### config.mk
export PLATFORM = sky130hd
export DESIGN_NAME = pbus_clkdiv
export DESIGN_NICKNAME = d
export VERILOG_FILES = /design/src/rtl/pbus_clkdiv_pkg.sv /design/src/rtl/pbus_clkdiv_unlock.sv /design/src/rtl/pbus_clkdiv_regs.sv /design/src/rtl/pbus_clkdiv_core.sv /design/src/rtl/pbus_clkdiv.sv
export SDC_FILE = /design/constraint.sdc
export NUM_CORES = 1
export LEC_CHECK = 0
export BUFFER_PORTS_ARGS = -buffer_cell sky130_fd_sc_hd__buf_4
export CORE_ASPECT_RATIO = 1.2
export CORE_UTILIZATION = 50
export CTS_BUF_LIST = sky130_fd_sc_hd__clkbuf_4
export DETAILED_ROUTE_END_ITERATION = 8
export PLACE_DENSITY = 0.79
export SETUP_SLACK_MARGIN = 0.1
export SLEW_MARGIN = 20
export SYNTH_ARGS = -nofsm -noshare
export SYNTH_HDL_FRONTEND = slang
export SYNTH_SLANG_ARGS = --single-unit
### constraint.sdc
create_clock -name clk -period 1.83 [get_ports clk]
set_input_delay 0.366 -clock clk [delete_from_list [all_inputs] [get_ports clk]]
set_output_delay 0.366 -clock clk [all_outputs]
set_load 0.02 [all_outputs]
### src/rtl/pbus_clkdiv_pkg.sv
package pbus_clkdiv_pkg;
    typedef enum logic [1:0] {
        ADDR_CTRL = 2'd0,
        ADDR_SET  = 2'd1,
        ADDR_CLR  = 2'd2,
        ADDR_KEY  = 2'd3
    } reg_addr_e;

    typedef enum logic [1:0] {
        LK_LOCKED = 2'd0,
        LK_HALF   = 2'd1,
        LK_OPEN   = 2'd2
    } lock_state_e;

    typedef enum logic {
        RL_READY   = 1'b0,
        RL_PENDING = 1'b1
    } reload_state_e;

    typedef enum logic {
        GT_OFF = 1'b0,
        GT_ON  = 1'b1
    } gate_state_e;
endpackage

### src/rtl/pbus_clkdiv_unlock.sv
module pbus_clkdiv_unlock
    import pbus_clkdiv_pkg::*;
#(
    parameter int          DATA_W = 16,
    parameter logic [15:0] KEY_A  = 16'h5A3C,
    parameter logic [15:0] KEY_B  = 16'hC3A5
) (
    input  logic              clk,
    input  logic              rst_n,
    input  logic              wr_en,
    input  logic [1:0]        wr_addr,
    input  logic [DATA_W-1:0] wr_data,
    output logic              lock_open
);
    lock_state_e state_q, state_d;
    logic key_wr, ctrl_wr;

    assign key_wr  = wr_en && (reg_addr_e'(wr_addr) == ADDR_KEY);
    assign ctrl_wr = wr_en && (reg_addr_e'(wr_addr) != ADDR_KEY);

    // state register
    always_ff @(posedge clk) begin
        if (!rst_n) state_q <= LK_LOCKED;
        else        state_q <= state_d;
    end

    // transitions
    always_comb begin
        state_d = state_q;
        unique case (state_q)
            LK_LOCKED: begin
                if (key_wr && wr_data == DATA_W'(KEY_A)) state_d = LK_HALF;
            end
            LK_HALF: begin
                if (key_wr)       state_d = (wr_data == DATA_W'(KEY_B)) ? LK_OPEN : LK_LOCKED;
                else if (ctrl_wr) state_d = LK_LOCKED;
            end
            LK_OPEN: begin
                if (key_wr)       state_d = (wr_data == DATA_W'(KEY_A)) ? LK_HALF : LK_LOCKED;
                else if (ctrl_wr) state_d = LK_LOCKED;
            end
            default: state_d = LK_LOCKED;
        endcase
    end

    // outputs
    always_comb begin
        lock_open = (state_q == LK_OPEN);
    end
endmodule

### src/rtl/pbus_clkdiv_regs.sv
module pbus_clkdiv_regs
    import pbus_clkdiv_pkg::*;
#(
    parameter int DATA_W  = 16,
    parameter int DIV_W   = 7,
    parameter int EN_BIT  = 15,
    parameter int RDY_BIT = 11
) (
    input  logic              clk,
    input  logic              rst_n,
    input  logic              wr_en,
    input  logic [1:0]        wr_addr,
    input  logic [DATA_W-1:0] wr_data,
    input  logic              lock_open,
    input  logic              ready,
    output logic              en_req,
    output logic              load_stb,
    output logic [DIV_W-1:0]  load_div,
    output logic [DATA_W-1:0] rd_data
);
    logic [DIV_W-1:0] prog_div_q, div_d;
    logic             en_q, en_d, div_touch, ctrl_wr;
    logic             unused_data;

    assign unused_data = ^wr_data;
    assign ctrl_wr     = wr_en && (reg_addr_e'(wr_addr) != ADDR_KEY);

    always_comb begin
        div_d     = prog_div_q;
        en_d      = en_q;
        div_touch = 1'b0;
        unique case (reg_addr_e'(wr_addr))
            ADDR_CTRL: begin
                div_d     = wr_data[DIV_W-1:0];
                en_d      = wr_data[EN_BIT];
                div_touch = 1'b1;
            end
            ADDR_SET: begin
                div_d     = prog_div_q | wr_data[DIV_W-1:0];
                en_d      = en_q | wr_data[EN_BIT];
                div_touch = (wr_data[DIV_W-1:0] != '0);
            end
            ADDR_CLR: begin
                div_d     = prog_div_q & ~wr_data[DIV_W-1:0];
                en_d      = en_q & ~wr_data[EN_BIT];
                div_touch = (wr_data[DIV_W-1:0] != '0);
            end
            ADDR_KEY: begin
                div_touch = 1'b0;
            end
        endcase
    end

    assign load_stb = ctrl_wr && lock_open && div_touch;
    assign load_div = div_d;
    assign en_req   = en_q;

    always_ff @(posedge clk) begin
        if (!rst_n) begin
            prog_div_q <= '0;
            en_q       <= 1'b0;
        end else begin
            if (ctrl_wr)  en_q       <= en_d;
            if (load_stb) prog_div_q <= div_d;
        end
    end

    always_comb begin
        rd_data                = '0;
        rd_data[DIV_W-1:0]     = prog_div_q;
        rd_data[RDY_BIT]       = ready;
        rd_data[EN_BIT]        = en_q;
    end
endmodule

### src/rtl/pbus_clkdiv_core.sv
module pbus_clkdiv_core
    import pbus_clkdiv_pkg::*;
#(
    parameter int DIV_W = 7
) (
    input  logic             clk,
    input  logic             rst_n,
    input  logic             load_stb,
    input  logic [DIV_W-1:0] load_div,
    input  logic             en_req,
    output logic             ready,
    output logic             gate_on,
    output logic             wrap,
    output logic [DIV_W-1:0] active_div,
    output logic [DIV_W-1:0] div_cnt,
    output logic             pclk_out
);
    reload_state_e    rl_q, rl_d;
    gate_state_e      gt_q, gt_d;
    logic [DIV_W-1:0] cnt_q, act_q, pend_q;
    logic             pclk_q, take_new;

    assign wrap     = (cnt_q == act_q);
    assign take_new = (rl_q == RL_PENDING) && wrap && !load_stb;

    // state registers
    always_ff @(posedge clk) begin
        if (!rst_n) begin
            rl_q <= RL_READY;
            gt_q <= GT_OFF;
        end else begin
            rl_q <= rl_d;
            gt_q <= gt_d;
        end
    end

    // reload transitions
    always_comb begin
        rl_d = rl_q;
        unique case (rl_q)
            RL_READY:   if (load_stb) rl_d = RL_PENDING;
            RL_PENDING: if (load_stb) rl_d = RL_PENDING;
                        else if (wrap) rl_d = RL_READY;
        endcase
    end

    // gate transitions: only at the wrap, which lies in the low phase
    always_comb begin
        gt_d = gt_q;
        unique case (gt_q)
            GT_OFF: if (en_req && wrap)  gt_d = GT_ON;
            GT_ON:  if (!en_req && wrap) gt_d = GT_OFF;
        endcase
    end

    // datapath
    always_ff @(posedge clk) begin
        if (!rst_n) begin
            cnt_q  <= '0;
            act_q  <= '0;
            pend_q <= '0;
            pclk_q <= 1'b0;
        end else begin
            cnt_q  <= wrap ? '0 : cnt_q + 1'b1;
            if (load_stb) pend_q <= load_div;
            if (take_new) act_q  <= pend_q;
            pclk_q <= (gt_q == GT_ON) && (cnt_q <= (act_q >> 1));
        end
    end

    // outputs
    always_comb begin
        ready      = (rl_q == RL_READY);
        gate_on    = (gt_q == GT_ON);
        active_div = act_q;
        div_cnt    = cnt_q;
        pclk_out   = pclk_q;
    end
endmodule

### src/rtl/pbus_clkdiv.sv
module pbus_clkdiv #(
    parameter int          DIV_W   = 7,
    parameter int          DATA_W  = 16,
    parameter int          EN_BIT  = 15,
    parameter int          RDY_BIT = 11,
    parameter logic [15:0] KEY_A   = 16'h5A3C,
    parameter logic [15:0] KEY_B   = 16'hC3A5
) (
    input  logic              clk,
    input  logic              rst_n,
    input  logic              wr_en,
    input  logic [1:0]        wr_addr,
    input  logic [DATA_W-1:0] wr_data,
    output logic [DATA_W-1:0] rd_data,
    output logic              pclk_out
);
    logic             lock_open, en_req, load_stb, ready, gate_on, wrap;
    logic [DIV_W-1:0] load_div, active_div, div_cnt;

    pbus_clkdiv_unlock #(
        .DATA_W (DATA_W),
        .KEY_A  (KEY_A),
        .KEY_B  (KEY_B)
    ) u_unlock (
        .clk       (clk),
        .rst_n     (rst_n),
        .wr_en     (wr_en),
        .wr_addr   (wr_addr),
        .wr_data   (wr_data),
        .lock_open (lock_open)
    );

    pbus_clkdiv_regs #(
        .DATA_W  (DATA_W),
        .DIV_W   (DIV_W),
        .EN_BIT  (EN_BIT),
        .RDY_BIT (RDY_BIT)
    ) u_regs (
        .clk       (clk),
        .rst_n     (rst_n),
        .wr_en     (wr_en),
        .wr_addr   (wr_addr),
        .wr_data   (wr_data),
        .lock_open (lock_open),
        .ready     (ready),
        .en_req    (en_req),
        .load_stb  (load_stb),
        .load_div  (load_div),
        .rd_data   (rd_data)
    );

    pbus_clkdiv_core #(
        .DIV_W (DIV_W)
    ) u_core (
        .clk        (clk),
        .rst_n      (rst_n),
        .load_stb   (load_stb),
        .load_div   (load_div),
        .en_req     (en_req),
        .ready      (ready),
        .gate_on    (gate_on),
        .wrap       (wrap),
        .active_div (active_div),
        .div_cnt    (div_cnt),
        .pclk_out   (pclk_out)
    );
endmodule

==> results of run 1 <==
==> critical path: cells and delay by family, from the launching register on <==
family        cells  cell delay [ns]
xor+xnor          1             0.18
buf+inv           1             0.15
flops             1             0.37
mux               1             0.20
simple gates      3             0.65
==> area by class of cell <==
class | instances | area (µm²)
Clock buffer | 3 | 22.5
Clock inverter | 1 | 5.00
Fill cell | 285 | 1100
Inverter | 16 | 60.1
Multi-Input combinational cell | 148 | 991
Sequential cell | 27 | 542
Tap cell | 36 | 45.0
Timing Repair Buffer | 41 | 320
==> timing repair <==
item | CTS | global route
setup buffers | 0 | 0
resized for setup | 0 | 1
endpoints found under the setup margin | 0 | 3
==> sequential cells by signal, summed over array words and instances (netlist names), named ones only <==
signal	cells
u_unlock.state_q	2
u_core.active_div	7
u_core.rl_q	1
u_core.pclk_out	1
u_regs.en_req	1
u_core.div_cnt	7
u_regs.prog_div_q	7
==> routing by layer <==
| layer | routed length [µm] | global-route usage [%] |
|---|---|---|
| met3 | 80 | 2.11 |
| met5 | 0 | 0 |
| met4 | 12 | 3.85 |
| met1 | 1510 | 24.8 |
| met2 | 1850 | 40.2 |
==> cell usage after synthesis, types with 2 or more instances <==
cell type	count
o21ai_0	6
xnor2_1	5
nand2_1	25
dfxtp_1	27
mux2i_1	10
a21oi_1	12
clkbuf_1	2
nor4b_1	2
nor2_1	21
xor2_1	7
nand2b_1	4
nand3_1	6
and3_2	2
buf_4	9
o21a_1	2
nor4_1	3
a211oi_1	6
nand4_1	3
ha_1	10
nor2b_1	5
inv_1	16
==> worst paths after layout <==
check	from	end	slack (ns)	cells after the start
max	u_core.div_cnt[0]	u_core.active_div[2]	0.24	6
min	wr_data[1]	u_regs.prog_div_q[1]	0.31	3
max reg2reg	u_core.div_cnt[0]	u_core.active_div[2]	0.24	6
min reg2reg	flip-flop	u_core.pclk_out	0.46	2
==> report_power, final <==
| part | internal (mW) | total [mW] | switching [mW] |
|---|---|---|---|
| combinational | 0.0616 | 0.145 | 0.0835 |
| clock | 0.0816 | 0.250 | 0.168 |
| sequential | 0.591 | 0.592 | 0.00166 |
==> logic make-up after synthesis <==
group | count (synthesis) | share of synthesized area, %
xor+xnor | 12 | 6.40
other cells | 1 | 0.228
fa+ha+maj | 10 | 7.62
simple gates | 79 | 25.8
compound gates | 30 | 11.4
flops | 27 | 32.9
mux | 10 | 6.10
buf+inv | 30 | 9.45
==> through the flow <==
step                cell area [µm²]  hold WS (ns)
finish                         1990         0.308
global route                   1990         0.321
CTS                            1980         0.306
detailed placement             1960         0.448
global placement               1960         0.452
floorplan                      1690         0.412
==> cells in the final DEF (no fill, tap or decap), types with 2 or more instances in the layout <==
master    count
a211oi_1      6
a21oi_1      12
and3_2        2
buf_4        40
clkbuf_4      3
conb_1        7
dfxtp_1      26
ha_1         10
inv_1        16
mux2i_1      10
nand2_1      25
nand2b_1      4
nand3_1       6
nand4_1       3
nor2_1       21
nor2b_1       5
nor4_1        2
nor4_4        2
nor4b_1       2
o21a_1        2
o21ai_0       6
xnor2_1       5
xor2_1        7
==> impl_metrics.toml, run 1 <==
[sta]
rsz0062_at_grt = "false"
setup_tns_ns = 0
setup_viol = 0
min_period_over_period_pct = 87.1
finalHoldViolCount = 0
fmax_ghz = 0.628
slew_viol_final = 0
setup_ws_ns = 0.237
skew_ns = 0.0146
min_period_ns = 1.59

[synthesis]
synth_seq_cells = 27
synth_cell_types = 37
netlist_area_um2 = 1640
yosysTopAreaCell = "dfxtp_1"
seq_area_frac_synth_pct = 32.9
synth_warnings = 0
ys_top_cells_by_area = "dfxtp_1, ha_1, mux2i_1, nand2_1, nor2_1"
syn_area_per_cell_um2 = 8.25
ys_async_sr_fraction_pct = 0
synth_enable_flop_cells = 0
synth_top_area_share_pct = 32.9
syn_inst = 199
synth_ff_type = "dfxtp_1"

[layout]
fin_util_pct = 64.4
nets = 268
syn_to_final_growth_pct = 21.0
final_cells = 272
n_antenna_cell = 0
drive_above_1_share_pct = 22.9

[critical_path]
start_kind = "flip-flop"
critPathRequiredTime_ns = 2.09
cp-end-kind = "flip-flop"
crit_path_top_delay_cell = "dfxtp_2"
cp_slowest_stage_delay_ns = 0.37
cp.arrival_ns = 1.85
crit_chain = "xor2_1, nor4_4, nand4_4, nor3_4, buf_12, mux2i_1"
worst-path-max-fanout = 7
worst-setup-path-type = "reg2reg"

[placed_design]
io_buffers = 30
placed_cells_incl_taps = 268
place.gp.congestion = 0.771
preCtsSetupSlack_ns = -0.0214
hpwl_mm = 2.81

[clock_network]
clock-sinks = 27
clock_latency_ns = 0.32
hold_buffers = 0
cts_tree = "built"
ctsLongestPathBuffers = 2
cts_made_buffers = 3
path_clk_slew_ns = 0.15
clockRootBuffer = "clkbuf_4"
cts_max_level = 1

[die]
die_w_um = 54.3
core-area_um2 = 3080
die_area_um2 = 3520
die_y_um = 64.8
start_util_pct = 53.2
rows = 22
pin_count = 38

[grt]
antenna_found_initial = 0
grt_pass1_wl_mm = 5.68
grt_use_total_pct = 21.4
grt_pass1_vias = 1354
globalRouteOverflowTotal = 0
grt_start_max_net_pins = 30

[drt]
wl_mm = 3.45
antenna_left = 0
drt-wirelength-per-cell_um = 12.7
drc_errors = 0
drt-initial-drc-count = 15
dr.pass1.iters = 4
vias = 1407
post_drt_via_cell_ratio = 5.17

[worst_hold_path]
hold_path_class = "in2reg"

[flow_run]
maxCapViolations = 0

[power_and_ir_drop]
peakVddDrop_mv = 0.281
power_density_nw_per_um2 = 497
leakage_nw = 0.836
total_power_mw = 0.987

[status]
status = "completed"
Note: power is estimated with default switching activity, not from simulation.
==> run 2, diff against run 1 <==
--- a/config.mk
+++ b/config.mk
@@ -10,7 +10,7 @@
 export CORE_UTILIZATION = 50
 export CTS_BUF_LIST = sky130_fd_sc_hd__clkbuf_4
 export DETAILED_ROUTE_END_ITERATION = 8
-export PLACE_DENSITY = 0.79
+export PLACE_DENSITY = 0.78
 export SETUP_SLACK_MARGIN = 0.1
 export SLEW_MARGIN = 20
 export SYNTH_ARGS = -nofsm -noshare
==> impl_metrics.toml, run 2 (synthesis gave the netlist of run 1 again) <==
[status]
status = "completed"

[layout]
layout_commonest_cell = "buf_4"
syn_to_final_growth_pct = 23.8
n_antenna_cell = 0
drive_above_1_share_pct = 23.4
nets = 271
mostFrequentLayoutCells = "buf_4, dfxtp_1, nand2_1, nor2_1, inv_1"

[critical_path]
cp_slowest_stage_delay_ns = 0.36
critPathTopFamily = "simple AND/OR/NAND/NOR gates"
worst-setup-path-type = "reg2reg"
critPathBufInv = 1
worst-path-max-fanout = 7
start_kind = "flip-flop"
crit_chain = "xor2_1, nor4_4, nand4_4, nor3_4, buf_12, mux2i_1"
critPathRequiredTime_ns = 2.08
crit_path_top_delay_cell = "dfxtp_1"
cp-end-kind = "flip-flop"
cp.arrival_ns = 1.88

[clock_network]
path_clk_slew_ns = 0.13
cts_max_level = 1
clock_latency_ns = 0.32
ctsLongestPathBuffers = 2
hold_buffers = 0
cts_made_buffers = 3
clock-sinks = 27
clockRootBuffer = "clkbuf_4"
cts_tree = "built"
cts_resized = 0

[drt]
antenna_left = 0
dr.pass1.iters = 3
wl_mm = 3.21
drt-wirelength-per-cell_um = 11.7
post_drt_via_cell_ratio = 5.09
drt-initial-drc-count = 14
vias = 1401
drc_errors = 0

[sta]
finalHoldViolCount = 0
setup_viol = 0
skew_ns = 0.00745
min_period_ns = 1.63
setup_tns_ns = 0
rsz0062_at_grt = "false"
slew_viol_final = 0
min_period_over_period_pct = 89.1
fmax_ghz = 0.614
setup_ws_ns = 0.200

[power_and_ir_drop]
leakage_nw = 0.857
peakVddDrop_mv = 0.326
power_density_nw_per_um2 = 484

[grt]
grt_use_total_pct = 20.2
antenna_found_initial = 0
globalRouteOverflowTotal = 0
grt_pass1_wl_mm = 5.35
grt_pass1_vias = 1297
grt_start_max_net_pins = 30

[placed_design]
preCtsSetupSlack_ns = 0.0129
place.gp.congestion = 0.771
io_buffers = 30
hpwl_mm = 2.66

[die]
pin_count = 38
rows = 22
die_w_um = 54.3
start_util_pct = 53.2
core-area_um2 = 3080
die_y_um = 64.8
die_area_um2 = 3520

[worst_hold_path]
hold_path_class = "in2reg"

[flow_run]
maxCapViolations = 0
## run 2: metrics by stage
step                      power, mW  util (%)  cell area (µm²)  cells  hold WS (ns)
after global routing           1.04      65.9             2030    275         0.310
after CTS                     0.997      65.4             2020    273         0.312
after global placement        0.746      64.5             1990    269         0.453
final                         0.983      65.9             2030    275         0.320
after floorplan               0.697         -             1690    205         0.412
after detailed placement      0.748      64.5             1990    269         0.451
## run 2: area by class of cell
cell class,instances,area [µm²]
fillers,289,1050
multi-input cells,148,991
flip-flops and latches,27,541
repair buffers,44,368
inverters,16,60.1
well taps,36,45.0
clock buffers,3,22.5
clock inverters,1,5.00
## run 2: what timing repair did
item                                    4_1_cts  5_1_grt
endpoints found under the setup margin        0        6
buffers inserted                              0        2
hold endpoints to repair                      0        0
## run 2: where the power goes
part,internal (mW),switching (mW)
Clock,0.0817,0.167
Combinational,0.0615,0.0804
Sequential,0.591,0.00204
## run 2: layer usage
layer	up-vias	wire, µm	track usage (%)
li1	738	-	-
met1	633	1370	22.7
met2	28	1730	37.2
met3	2	92	3.05
met4	0	16	6.09
met5	-	0	0
## run 2: path summary, 6_finish.rpt
check	start	to	slack, ns	cells past startpoint
worst min-delay path	wr_data[1]	u_regs.prog_div_q[1]	0.32	3
worst min register to register	flip-flop	u_core.pclk_out	0.47	2
worst max-delay path	u_core.active_div[5]	u_core.active_div[3]	0.20	6
worst max register to register	u_core.active_div[5]	u_core.active_div[3]	0.20	6
## run 2: worst min-delay path: stages
cell and delay, ns:
buf_4 0.11, a21oi_1 0.06, nor2_1 0.07
